**config.mk**
```make
export PLATFORM = sky130hd
export DESIGN_NAME = acc_alu_top
export DESIGN_NICKNAME = d
export VERILOG_FILES = /design/src/rtl/acc_alu_pkg.sv /design/src/rtl/acc_alu_arith.sv /design/src/rtl/acc_alu_logic.sv /design/src/rtl/acc_alu_shift.sv /design/src/rtl/acc_alu_top.sv
export SDC_FILE = /design/constraint.sdc
export NUM_CORES = 1
export LEC_CHECK = 0
export BUFFER_PORTS_ARGS = -buffer_cell sky130_fd_sc_hd__buf_2
export CORE_ASPECT_RATIO = 1.1
export CORE_MARGIN = 2
export CORE_UTILIZATION = 55
export DETAILED_ROUTE_END_ITERATION = 6
export PLACE_DENSITY = 0.88
export SLEW_MARGIN = 5
export SYNTH_ARGS = -nofsm -noshare
export SYNTH_HDL_FRONTEND = slang
export SYNTH_SLANG_ARGS = --single-unit
export TNS_END_PERCENT = 50
```
**constraint.sdc**
```tcl
create_clock -name vclk -period 4.6
set_input_delay 0.23 -clock vclk [all_inputs]
set_output_delay 0.23 -clock vclk [all_outputs]
set_load 0.03 [all_outputs]
```
**src/rtl/acc_alu_pkg.sv**
```systemverilog
package acc_alu_pkg;

    typedef enum logic [3:0] {
        OP_ADD   = 4'd0,
        OP_SUB   = 4'd1,
        OP_AND   = 4'd2,
        OP_OR    = 4'd3,
        OP_XOR   = 4'd4,
        OP_COMP  = 4'd5,
        OP_INC   = 4'd6,
        OP_DEC   = 4'd7,
        OP_SWAP  = 4'd8,
        OP_ROTL  = 4'd9,
        OP_ROTR  = 4'd10,
        OP_MOVE  = 4'd11,
        OP_CLEAR = 4'd12
    } alu_op_e;

    typedef enum logic [1:0] {
        GRP_ARITH,
        GRP_LOGIC,
        GRP_SHIFT,
        GRP_NONE
    } alu_grp_e;

    typedef struct packed {
        logic c;
        logic dc;
        logic z;
    } flag_s;

    function automatic alu_grp_e op_group(alu_op_e op);
        case (op)
            OP_ADD, OP_SUB, OP_INC, OP_DEC:                   return GRP_ARITH;
            OP_AND, OP_OR, OP_XOR, OP_COMP,
            OP_SWAP, OP_MOVE, OP_CLEAR:                       return GRP_LOGIC;
            OP_ROTL, OP_ROTR:                                 return GRP_SHIFT;
            default:                                          return GRP_NONE;
        endcase
    endfunction

    function automatic flag_s op_enables(alu_op_e op);
        flag_s en;
        en = '0;
        case (op)
            OP_ADD, OP_SUB:                     en = '{c: 1'b1, dc: 1'b1, z: 1'b1};
            OP_AND, OP_OR, OP_XOR, OP_COMP,
            OP_INC, OP_DEC, OP_MOVE, OP_CLEAR:  en = '{c: 1'b0, dc: 1'b0, z: 1'b1};
            OP_ROTL, OP_ROTR:                   en = '{c: 1'b1, dc: 1'b0, z: 1'b0};
            default:                            en = '0;
        endcase
        return en;
    endfunction

endpackage

```
**src/rtl/acc_alu_arith.sv**
```systemverilog
module acc_alu_arith
    import acc_alu_pkg::*;
#(
    parameter int WIDTH = 8
) (
    input  alu_op_e              op,
    input  logic [WIDTH-1:0]     w_val,
    input  logic [WIDTH-1:0]     f_val,
    output logic [WIDTH-1:0]     sum,
    output logic                 carry,
    output logic                 half_carry
);
    localparam int NIB = WIDTH / 2;
    localparam int HI  = WIDTH - NIB;

    logic [WIDTH-1:0] b_val;
    logic             c_in;
    logic [NIB:0]     lo_sum;
    logic [HI:0]      hi_sum;

    // Second operand and carry-in chosen so one adder covers four operations;
    // subtraction is F + ~W + 1, so the carries read as "no borrow".
    always_comb begin
        case (op)
            OP_ADD:  begin b_val = w_val;        c_in = 1'b0; end
            OP_SUB:  begin b_val = ~w_val;       c_in = 1'b1; end
            OP_INC:  begin b_val = '0;           c_in = 1'b1; end
            OP_DEC:  begin b_val = '1;           c_in = 1'b0; end
            default: begin b_val = '0;           c_in = 1'b0; end
        endcase
    end

    always_comb begin
        lo_sum = {1'b0, f_val[NIB-1:0]} + {1'b0, b_val[NIB-1:0]} + {{NIB{1'b0}}, c_in};
        hi_sum = {1'b0, f_val[WIDTH-1:NIB]} + {1'b0, b_val[WIDTH-1:NIB]}
               + {{HI{1'b0}}, lo_sum[NIB]};
    end

    assign sum        = {hi_sum[HI-1:0], lo_sum[NIB-1:0]};
    assign carry      = hi_sum[HI];
    assign half_carry = lo_sum[NIB];

endmodule

```
**src/rtl/acc_alu_logic.sv**
```systemverilog
module acc_alu_logic
    import acc_alu_pkg::*;
#(
    parameter int WIDTH = 8
) (
    input  alu_op_e              op,
    input  logic [WIDTH-1:0]     w_val,
    input  logic [WIDTH-1:0]     f_val,
    output logic [WIDTH-1:0]     res
);
    localparam int NIB = WIDTH / 2;

    always_comb begin
        case (op)
            OP_AND:  res = f_val & w_val;
            OP_OR:   res = f_val | w_val;
            OP_XOR:  res = f_val ^ w_val;
            OP_COMP: res = ~f_val;
            OP_SWAP: res = {f_val[NIB-1:0], f_val[WIDTH-1:NIB]};
            OP_MOVE: res = f_val;
            default: res = '0;
        endcase
    end

endmodule

```
**src/rtl/acc_alu_shift.sv**
```systemverilog
module acc_alu_shift
    import acc_alu_pkg::*;
#(
    parameter int WIDTH = 8
) (
    input  alu_op_e              op,
    input  logic [WIDTH-1:0]     f_val,
    input  logic                 c_in,
    output logic [WIDTH-1:0]     res,
    output logic                 c_new
);
    always_comb begin
        if (op == OP_ROTR) begin
            res   = {c_in, f_val[WIDTH-1:1]};
            c_new = f_val[0];
        end else begin
            res   = {f_val[WIDTH-2:0], c_in};
            c_new = f_val[WIDTH-1];
        end
    end

endmodule

```
**src/rtl/acc_alu_top.sv**
```systemverilog
module acc_alu_top
    import acc_alu_pkg::*;
#(
    parameter int WIDTH = 8
) (
    input  logic [3:0]       op_code,
    input  logic [WIDTH-1:0] op_w,
    input  logic [WIDTH-1:0] op_f,
    input  logic             carry_in,
    output logic [WIDTH-1:0] result,
    output logic             c_out,
    output logic             dc_out,
    output logic             z_out,
    output logic             c_upd,
    output logic             dc_upd,
    output logic             z_upd
);
    alu_op_e          op;
    alu_grp_e         grp;
    flag_s            en;
    logic [WIDTH-1:0] arith_res, logic_res, shift_res;
    logic             arith_c, arith_dc, shift_c;
    logic             c_raw;

    assign op  = alu_op_e'(op_code);
    assign grp = op_group(op);
    assign en  = op_enables(op);

    acc_alu_arith #(.WIDTH(WIDTH)) u_arith (
        .op         (op),
        .w_val      (op_w),
        .f_val      (op_f),
        .sum        (arith_res),
        .carry      (arith_c),
        .half_carry (arith_dc)
    );

    acc_alu_logic #(.WIDTH(WIDTH)) u_logic (
        .op    (op),
        .w_val (op_w),
        .f_val (op_f),
        .res   (logic_res)
    );

    acc_alu_shift #(.WIDTH(WIDTH)) u_shift (
        .op    (op),
        .f_val (op_f),
        .c_in  (carry_in),
        .res   (shift_res),
        .c_new (shift_c)
    );

    always_comb begin
        case (grp)
            GRP_ARITH: begin result = arith_res; c_raw = arith_c; end
            GRP_LOGIC: begin result = logic_res; c_raw = carry_in; end
            GRP_SHIFT: begin result = shift_res; c_raw = shift_c; end
            default:   begin result = '0;        c_raw = carry_in; end
        endcase
    end

    assign c_upd  = en.c;
    assign dc_upd = en.dc;
    assign z_upd  = en.z;
    assign c_out  = en.c  ? c_raw    : carry_in;
    assign dc_out = en.dc ? arith_dc : 1'b0;
    assign z_out  = en.z  ? (result == '0) : 1'b0;

endmodule

```
# Word-level counts from Yosys, hierarchy flattened
# Memory sizes are Yosys's and may differ from the RTL's.
# Index checks and enable logic that the tools add are counted.
[classes]
n_addsub = 4
n_eq_ne = 12
muxes = 10
bitwise = 5
n_reduce_logical = 4
[op_table]
columns = ["op", "n"]
rows = [
  ["$pmux W8 S3", 2],
  ["$pmux W8 S6", 1],
  ["$eq A4 B3 Y1 const B", 4],
  ["$not A8 Y8", 2],
  ["$eq A4 B4 Y1 const B", 3],
  ["$add A4 B4 Y5", 2],
  ["$add A5 B1 Y5", 2],
  ["$and A8 B8 Y8", 1],
  ["$eq A4 B2 Y1 const B", 2],
  ["$logic_not A8 Y1", 1],
  ["$mux W8", 1],
  ["$or A8 B8 Y8", 1],
  ["$xor A8 B8 Y8", 1],
  ["$mux W1", 5],
  ["$eq A4 B1 Y1 const B", 1],
  ["$logic_not A4 Y1", 1],
  ["$eq A2 B1 Y1 const B", 1],
  ["$eq A2 B2 Y1 const B", 1],
  ["$logic_not A2 Y1", 1],
  ["$pmux W1 S2", 1],
  ["$reduce_or A2 Y1", 1],
]
[totals]
register_bits = 0
rom_bits = 80
out_inout_bits = 14
wordCells = 37
memories = 2
[mem_list]
columns = ["memory", "depth", "width", "rd", "rd_clocked_by_memory_dff", "write_ports", "line_no", "text"]
rows = [
  ["(no name shown)", 16, 3, 1, 0, 0, "acc_alu_pkg.sv:45", "case (op)"],
  ["(no name shown)", 16, 2, 1, 0, 0, "acc_alu_pkg.sv:33", "case (op)"],
]

# Logic depth before layout (Yosys ltp)
# Gate-level depths: netlist of run 1.
[logic_depth]
ltp_word = 8
ltp_mapped = 19
ltp_nobuf = 17

# Cells and area by module
# Synthesis of run 1 repeated with hierarchy kept, for this count alone.
[unflattened]
hier_cells = 194
area_unflattened_um2 = 1616.6
[by_module_without_submodules]
columns = ["mod", "instances", "cells_per_inst", "area_per_inst_um2", "seq_area_each_um2"]
rows = [
  ["acc_alu_logic", 1, 77, 665.6, 0.0],
  ["acc_alu_arith", 1, 59, 460.4, 0.0],
  ["acc_alu_top", 1, 47, 331.6, 0.0],
  ["acc_alu_shift", 1, 11, 158.9, 0.0],
]

# Worst setup path before layout of run 1
# No wires, ideal clock.
[synth_path]
kind = "input to output"
from = "input op_code[1]"
to = "output z_out"
arrival_ps = 4157
required_ps = 4370
path_slack_ps = 213
path_stages = 19
path_cell_list = "inv_1 -> ha_1 -> buf_1 -> buf_2 -> a21oi_1 -> o21ai_0 -> fa_1 -> inv_1 -> fa_1 -> nor2b_1 -> o21ai_0 -> nand2b_1 -> fa_1 -> fa_1 -> xnor2_1 -> o22ai_1 -> a31o_2 -> nand3b_1 -> nor4_2"
[synth_via]
elab_chain_cells = 8
[synth_lines]
columns = ["item", "line_no", "text"]
rows = [
  ["start, declared", "acc_alu_top.sv:6", "input logic [3:0] op_code,"],
  ["$eq A4 B3 Y1, or another cell as far along", "acc_alu_arith.sv:24", "case (op)"],
  ["$pmux W8 S3 / $reduce_or A2 Y1 (equally long branches)", "-", ""],
  ["$add A4 B4 Y5 / $mux W1 (equally long branches)", "acc_alu_arith.sv:34, acc_alu_arith.sv:24", ""],
  ["$add A5 B1 Y5", "acc_alu_arith.sv:34", "lo_sum = {1'b0, f_val[NIB-1:0]} + {1'b0, b_val[NIB-1:0]} + {{NIB{1'b0}}, c_in};"],
  ["$add A5 B1 Y5", "acc_alu_arith.sv:36", "+ {{HI{1'b0}}, lo_sum[NIB]};"],
  ["$pmux W8 S3 (*)", "acc_alu_top.sv:54", "case (grp)"],
  ["named net result[6]", "acc_alu_top.sv:10", "output logic [WIDTH-1:0] result,"],
  ["$logic_not A8 Y1 (*)", "acc_alu_top.sv:67", "assign z_out = en.z ? (result == '0) : 1'b0;"],
  ["$mux W1 (*)", "acc_alu_top.sv:67", ""],
  ["end, declared", "acc_alu_top.sv:13", "output logic z_out,"],
]
# Mark *: on every way through the listed nets, which the timed path passes. The rest lies on a longest branch.

# Worst setup path in the final report of run 1
[layout_path]
from = "input op_code[0]"
to = "output z_out"
[layout_via]
elab_chain_cells = 8
[layout_lines]
columns = ["item", "line_no"]
rows = [
  ["$eq A4 B3 Y1, or another cell as far along", "acc_alu_arith.sv:24"],
  ["$pmux W8 S3 / $reduce_or A2 Y1 (equally long branches)", "-"],
  ["$add A4 B4 Y5 / $mux W1 (equally long branches)", "acc_alu_arith.sv:34, acc_alu_arith.sv:24"],
  ["$add A5 B1 Y5", "acc_alu_arith.sv:34"],
  ["$add A5 B1 Y5", "acc_alu_arith.sv:36"],
  ["$pmux W8 S3", "acc_alu_top.sv:54"],
  ["$logic_not A8 Y1", "acc_alu_top.sv:67"],
  ["$mux W1 (*)", "acc_alu_top.sv:67"],
]
# Every way passes the cells marked *; elsewhere a longest branch is shown, timed or not.

==> impl_metrics.py, run 1 <==
metrics = {
    "timing": {
        "setup_ws_ns": 0.339,
        "setup_viol": 0,
        "setup_tns_ns": 0,
        "hold_viol_final": 0,
        "period_share": 0.926,
        "slew_headroom": 0.686,
        "worst_pin_slew_ns": 0.471,
        "slew_violations": 0,
        "maxClockFrequency_ghz": 0.235,
        "finalCriticalPeriod_ns": 4.26,
        "rsz0062_at_grt": "false",
    },
    "clock_network": {
        "cts_resized": 0,
        "postCtsHoldBufs": 0,
        "cts_setup_buffers": 0,
    },
    "place": {
        "hpwl_um": 3820,
        "place_congestion": 1.01,
        "io_buffers": 35,
        "dp_slack_ns": 0.403,
    },
    "setup_path": {
        "crit_path_max_incr_delay_ns": 0.43,
        "end_kind": "output pin",
        "cp_slowest_cell": "fa_1",
        "critPathBufInv": 3,
        "critPathKind": "primary input to output pin",
        "cp_top_family": "adder cells",
        "crit_top_cell": "fa_1",
        "cp.required_ns": 4.37,
        "cp_max_fo": 8,
        "cp_cell_sequence": "buf_2 > ha_1 > nand2_1 > o21ai_0 > fa_1 > inv_1 > fa_1 > nor2b_1 > o21ai_0 > nand2b_1 > fa_1 > fa_1 > xnor2_1 > o22ai_1 > a31o_2 > nand3b_1 > nor4_2 > buf_2",
        "arrival_ns": 4.03,
        "cp-start-kind": "primary input",
    },
    "global_route": {
        "grt_overflow": 0,
        "grt_usage": 0.290,
        "antenna_found_initial": 0,
        "grt_start_max_net_pins": 21,
        "grt_pass1_vias": 1671,
        "grt_pass1_wl_um": 7800,
    },
    "floorplan": {
        "initial_utilization": 0.577,
        "num_rows": 20,
        "die_x_um": 55.2,
        "die_area_mm2": 0.00333,
        "core_area_mm2": 0.00275,
        "die_h_um": 60.4,
        "boundaryPins": 35,
    },
    "pwr": {
        "irDropWorstVdd_uv": 66.9,
        "seqPwrFrac": 0,
        "p_int_uw": 74.0,
        "pwr-share-comb": 1.000,
        "p_sw_frac": 0.638,
        "p_leak_uw": 0.000898,
        "power_density_mw_per_mm2": 116,
        "pwr-share-clk": 0,
        "power_uw": 204,
        "p_sw_uw": 130,
    },
    "detailed_routing": {
        "drtIter0Drc": 122,
        "final_antenna_net_count": 0,
        "wirelength_um": 4910,
        "vias_per_cell": 6.46,
        "vias": 1809,
        "drc": 0,
        "post_drt_wl_per_cell_um": 17.5,
        "drtPass1Iterations": 4,
    },
    "final_layout": {
        "syn2layout_area_growth_pct": 11.2,
        "seq_area_um2": 0,
        "seq_cells": 0,
        "nFillCells": 261,
        "nets": 302,
        "insertedDiodeCount": 0,
        "clkbuf_count": 0,
        "drive_gt1_frac": 0.198,
    },
    "status": {
        "status": "finished clean",
    },
    "synth": {
        "synth-seq-area-share": 0,
        "synth_top_area_share": 0.221,
        "synth_area_leader_cell": "ha_1",
        "synth_cells": 220,
        "synth.avg_cell_area_um2": 7.22,
        "synth_most_common_cell": "ha_1",
        "syn_nets": 273,
        "syn_area_mm2": 0.00159,
        "yosysUniqueCellTypes": 50,
        "synth_common_cells": "28 x ha_1, 25 x o21ai_0, 23 x inv_1",
        "synth_warnings": 0,
        "synth_area_leaders": "ha_1 22%, o21ai_0 7.9%, mux2i_1 6.9%, inv_1 5.4%, a21oi_1 5.0%",
    },
    "flow_run": {
        "drv_cap": 0,
    },
    "min_path": {
        "hp-class": "primary input to output pin",
    },
}
[routing by layer]
metal | GRT usage | wire length, um | vias to the layer above
li1 | - | - | 863
met1 | 0.368 | 1900 | 799
met2 | 0.502 | 2270 | 124
met3 | 0.0277 | 495 | 23
met4 | 0.143 | 246 | 0
met5 | 0 | 0 | -
[metrics by stage]
stage          hold WS [ns]  utilization  cell area [um2]  cells
2_1_floorplan         0.757            -             1590    220
3_3_place_gp          0.966        0.641             1770    280
3_5_place_dp          0.970        0.641             1770    280
4_1_cts               0.970        0.641             1770    280
5_1_grt               0.993        0.641             1770    280
6_report              0.965        0.641             1770    280
[cell usage in the layout, fill, tap and decap left out, drive strengths merged, types with 2 or more instances in the layout]
master,synthesis,routed
buf,8,40
o22ai,5,5
o21ai,25,25
o211ai,4,4
nand2b,8,8
a221o,2,2
fa,4,4
o32ai,2,2
nor2b,5,5
nand2,10,10
a21o,4,4
xor2,2,2
nor2,11,11
a31oi,4,4
ha,28,28
or2,2,2
a21oi,16,16
inv,25,25
o221ai,2,2
and2,3,3
nand3,5,5
mux2i,11,11
a22oi,7,7
a221oi,4,4
[cell type report]
class | count | area, um2 | share of cell area
Multi-Input combinational cell | 182 | 1420 | 0.803
Inverter | 25 | 93.8 | 0.0532
Timing Repair Buffer | 40 | 213 | 0.120
Tap cell | 33 | 41.3 | 0.0234
[path summary, 6_finish.rpt]
path        from         to  cells past startpoint
min     carry_in  result[0]                      4
max   op_code[0]      z_out                     18
[logic make-up (layout without fill, tap and decap cells)]
group	count (synthesis)	after routing	synth area share
xor gates and xnor gates	3	3	0.0166
adders and majority gates	32	32	0.271
muxes	11	11	0.0693
buffers and inverters	38	65	0.107
AOI/OAI and AO/OA	86	86	0.366
and+or+nand+nor	50	50	0.170
[power groups by stage]
stage / clock network, uW / logic [uW] / registers [uW]
5_1_grt: 0 / 222 / 0
3_5_place_dp: 0 / 200 / 0
2_1_floorplan: 0 / 142 / 0
4_1_cts: 0 / 201 / 0
6_report: 0 / 204 / 0
3_3_place_gp: 0 / 198 / 0
(Power assumes the default switching activity.)
==> run 2, diff against run 1 <==
--- a/config.mk
+++ b/config.mk
@@ -6,7 +6,6 @@
 export NUM_CORES = 1
 export LEC_CHECK = 0
 export BUFFER_PORTS_ARGS = -buffer_cell sky130_fd_sc_hd__buf_2
-export CORE_ASPECT_RATIO = 1.1
 export CORE_MARGIN = 2
 export CORE_UTILIZATION = 55
 export DETAILED_ROUTE_END_ITERATION = 6
@@ -14,5 +13,6 @@
 export SLEW_MARGIN = 5
 export SYNTH_ARGS = -nofsm -noshare
 export SYNTH_HDL_FRONTEND = slang
+export SYNTH_HIERARCHICAL = 1
 export SYNTH_SLANG_ARGS = --single-unit
 export TNS_END_PERCENT = 50
==> run 2 against run 1 <==
  * Via count is 5.0% lower
  * Synthesized cell count is 12% lower
  * Total power is 2.1% higher
  * Sequential share of layout area stayed put
  * Core utilization is 0.28 points higher
  * Fmax is 3.1% lower
  * Hold slack worse by 0.072 ns
  * Critical path depth is 1 lower
  * Critical endpoint unchanged
  * Largest power group unchanged
  * Highest routed layer unchanged
==> impl_metrics.py, run 2 <==
metrics = {
    "synth": {
        "synth.area.mux_share": 0.0836,
        "synth-xor-area-share": 0.0217,
        "synth_top_family_by_area": "compound AO/OA/AOI/OAI gates",
        "synth_area_leaders": "ha_1 19%, mux2_4 8.4%, a2bb2oi_1 8.1%, inv_1 5.6%, fa_1 5.0%",
        "syn_area_mm2": 0.00162,
        "synth-compound-area-share": 0.327,
        "synth_top_area_share": 0.193,
        "synth_fa_ha_area_frac": 0.243,
        "synth_warnings": 6,
        "synth_most_common_cell": "ha_1",
        "synth-seq-area-share": 0,
        "synth_common_cells": "25 x ha_1, 24 x inv_1, 16 x nand2_1",
        "synthSimpleGateAreaFrac": 0.223,
        "yosysUniqueCellTypes": 48,
        "syn_nets": 244,
        "synth_cells": 194,
        "synth.avg_cell_area_um2": 8.33,
        "synth_area_leader_cell": "ha_1",
    },
    "final_layout": {
        "clkbuf_count": 0,
        "final_common_cell": "buf_2",
        "fin_util": 0.644,
        "layout_common_cells": "33 x buf_2, 25 x ha_1, 24 x inv_1, 16 x nand2_1, 15 x a2bb2oi_1",
        "fin_area_mm2": 0.00179,
        "insertedDiodeCount": 0,
        "seq_area_um2": 0,
        "seq_cells": 0,
        "drive_gt1_frac": 0.263,
        "nets": 276,
        "syn2layout_area_growth_pct": 10.8,
        "final_cells": 255,
    },
    "pwr": {
        "p_sw_frac": 0.601,
        "p_leak_uw": 0.000953,
        "pwr-share-comb": 1.000,
        "power_uw": 209,
        "p_int_uw": 83.1,
        "power_density_mw_per_mm2": 116,
        "irDropWorstVdd_uv": 87.3,
        "seqPwrFrac": 0,
        "pwr-share-clk": 0,
        "p_sw_uw": 125,
    },
    "global_route": {
        "grt_start_max_net_pins": 19,
        "grt_overflow": 0,
        "grt_pass1_wl_um": 7330,
        "grt_pass1_vias": 1560,
        "antenna_found_initial": 0,
        "grt_usage": 0.271,
    },
    "detailed_routing": {
        "wl_met2_um": 2110,
        "vias": 1718,
        "drtPass1Iterations": 4,
        "post_drt_wl_per_cell_um": 17.5,
        "drtIter0Drc": 92,
        "wl_met3_um": 352,
        "wirelength_um": 4470,
        "final_antenna_net_count": 0,
        "vias_per_cell": 6.74,
        "drc": 0,
        "top_layer_used": "met4",
        "wl_met1_um": 1930,
    },
    "floorplan": {
        "die_area_mm2": 0.00339,
        "die_h_um": 58.2,
        "num_rows": 19,
        "core_area_mm2": 0.00278,
        "initial_utilization": 0.581,
        "boundaryPins": 35,
        "die_x_um": 58.2,
    },
    "status": {
        "status": "finished clean",
    },
    "timing": {
        "worst_pin_slew_ns": 0.655,
        "maxClockFrequency_ghz": 0.227,
        "hold_viol_final": 0,
        "finalCriticalPeriod_ns": 4.40,
        "rsz0062_at_grt": "false",
        "slew_headroom": 0.563,
        "period_share": 0.956,
        "setup_tns_ns": 0,
        "slew_violations": 0,
        "setup_viol": 0,
    },
    "min_path": {
        "hp-class": "primary input to output pin",
        "hold-path-endpoint": "c_out",
        "hold_depth": 4,
        "min_from": "carry_in",
    },
    "setup_path": {
        "crit_start": "op_code[1]",
        "cp-start-kind": "primary input",
        "arrival_ns": 4.17,
        "cp.required_ns": 4.37,
        "cp_max_fo": 14,
        "end_kind": "output pin",
        "critPathKind": "primary input to output pin",
    },
    "clock_network": {
        "cts_setup_buffers": 0,
    },
    "place": {
        "place_congestion": 0.871,
        "placed_area_mm2": 0.00179,
        "io_buffers": 35,
        "dp_cells": 255,
        "hpwl_um": 3500,
    },
    "flow_run": {
        "drv_cap": 0,
    },
}
==> run 2: cell count changes in the layout (fill, tap and decap cells not counted), sizes merged, moves of 5 or more <==
| cell | delta |
|---|---|
| mux2i | -11 |
| mux2 | +9 |
| a21oi | -12 |
| nor2 | -8 |
| nand3b | +10 |
| a2bb2oi | +14 |
| o221ai | +6 |
| o21ai | -23 |
| o22ai | -5 |
| a21o | +5 |
| nand2 | +6 |
==> run 2: layout make-up <==
type | instances | area [um2]
inverters | 24 | 90.1
fillers | 255 | 990
multi-input cells | 161 | 1450
repair buffers | 39 | 210
well taps | 31 | 38.8
==> run 2: through the flow <==
stage               worst slack (ns)  hold slack [ns]
floorplan                      0.444            0.709
CTS                            0.147            0.905
global route                  0.0368            0.936
finish                         0.201            0.893
detailed placement             0.138            0.902
global placement               0.340            0.904
==> run 2: cell families after synthesis <==
family          Yosys count
compound gates           68
simple gates             51
buf+inv                  33
fa+ha+maj                29
mux                       9
xor+xnor                  4
==> run 2: worst max path at each step <==
| stage | to | slack, ns | depth (start not counted) |
|---|---|---|---|
| final | z_out | 0.20 | 17 |
| after global placement | z_out | 0.34 | 17 |
| after global routing | z_out | 0.04 | 17 |
| after detailed placement | z_out | 0.14 | 17 |
| after floorplan | z_out | 0.44 | 14 |
| after CTS | z_out | 0.15 | 17 |
==> run 2: critical path, stage by stage <==
cell and delay, ns:
clkbuf_4 0.22, nor2_2 0.13, nand3b_1 0.10, a31oi_1 0.10, fa_1 0.44, fa_1 0.42
a21o_1 0.21, a21o_1 0.20, fa_1 0.43, inv_1 0.10, fa_1 0.23, xnor2_1 0.09
a22o_1 0.20, a21o_1 0.17, or4_4 0.51, nor3_2 0.14, buf_2 0.22
==> run 2: power groups by stage <==
stage | sequential, uW | combinational, uW | clock [uW]
after floorplan | 0 | 143 | 0
after global placement | 0 | 198 | 0
after detailed placement | 0 | 205 | 0
after CTS | 0 | 206 | 0
after global routing | 0 | 226 | 0
final | 0 | 209 | 0
==> run 2: layer usage <==
layer,track usage,vias up
li1,-,801
met1,0.373,817
met2,0.472,92
met3,0.0223,8
met4,0.0332,0
met5,0,-
==> run 2: repair_timing <==
| action | 4_1_cts | 5_1_grt |
|---|---|---|
| setup endpoints to repair | 0 | 1 |
| hold buffers | 0 | 0 |
| gates resized for setup | 0 | 2 |
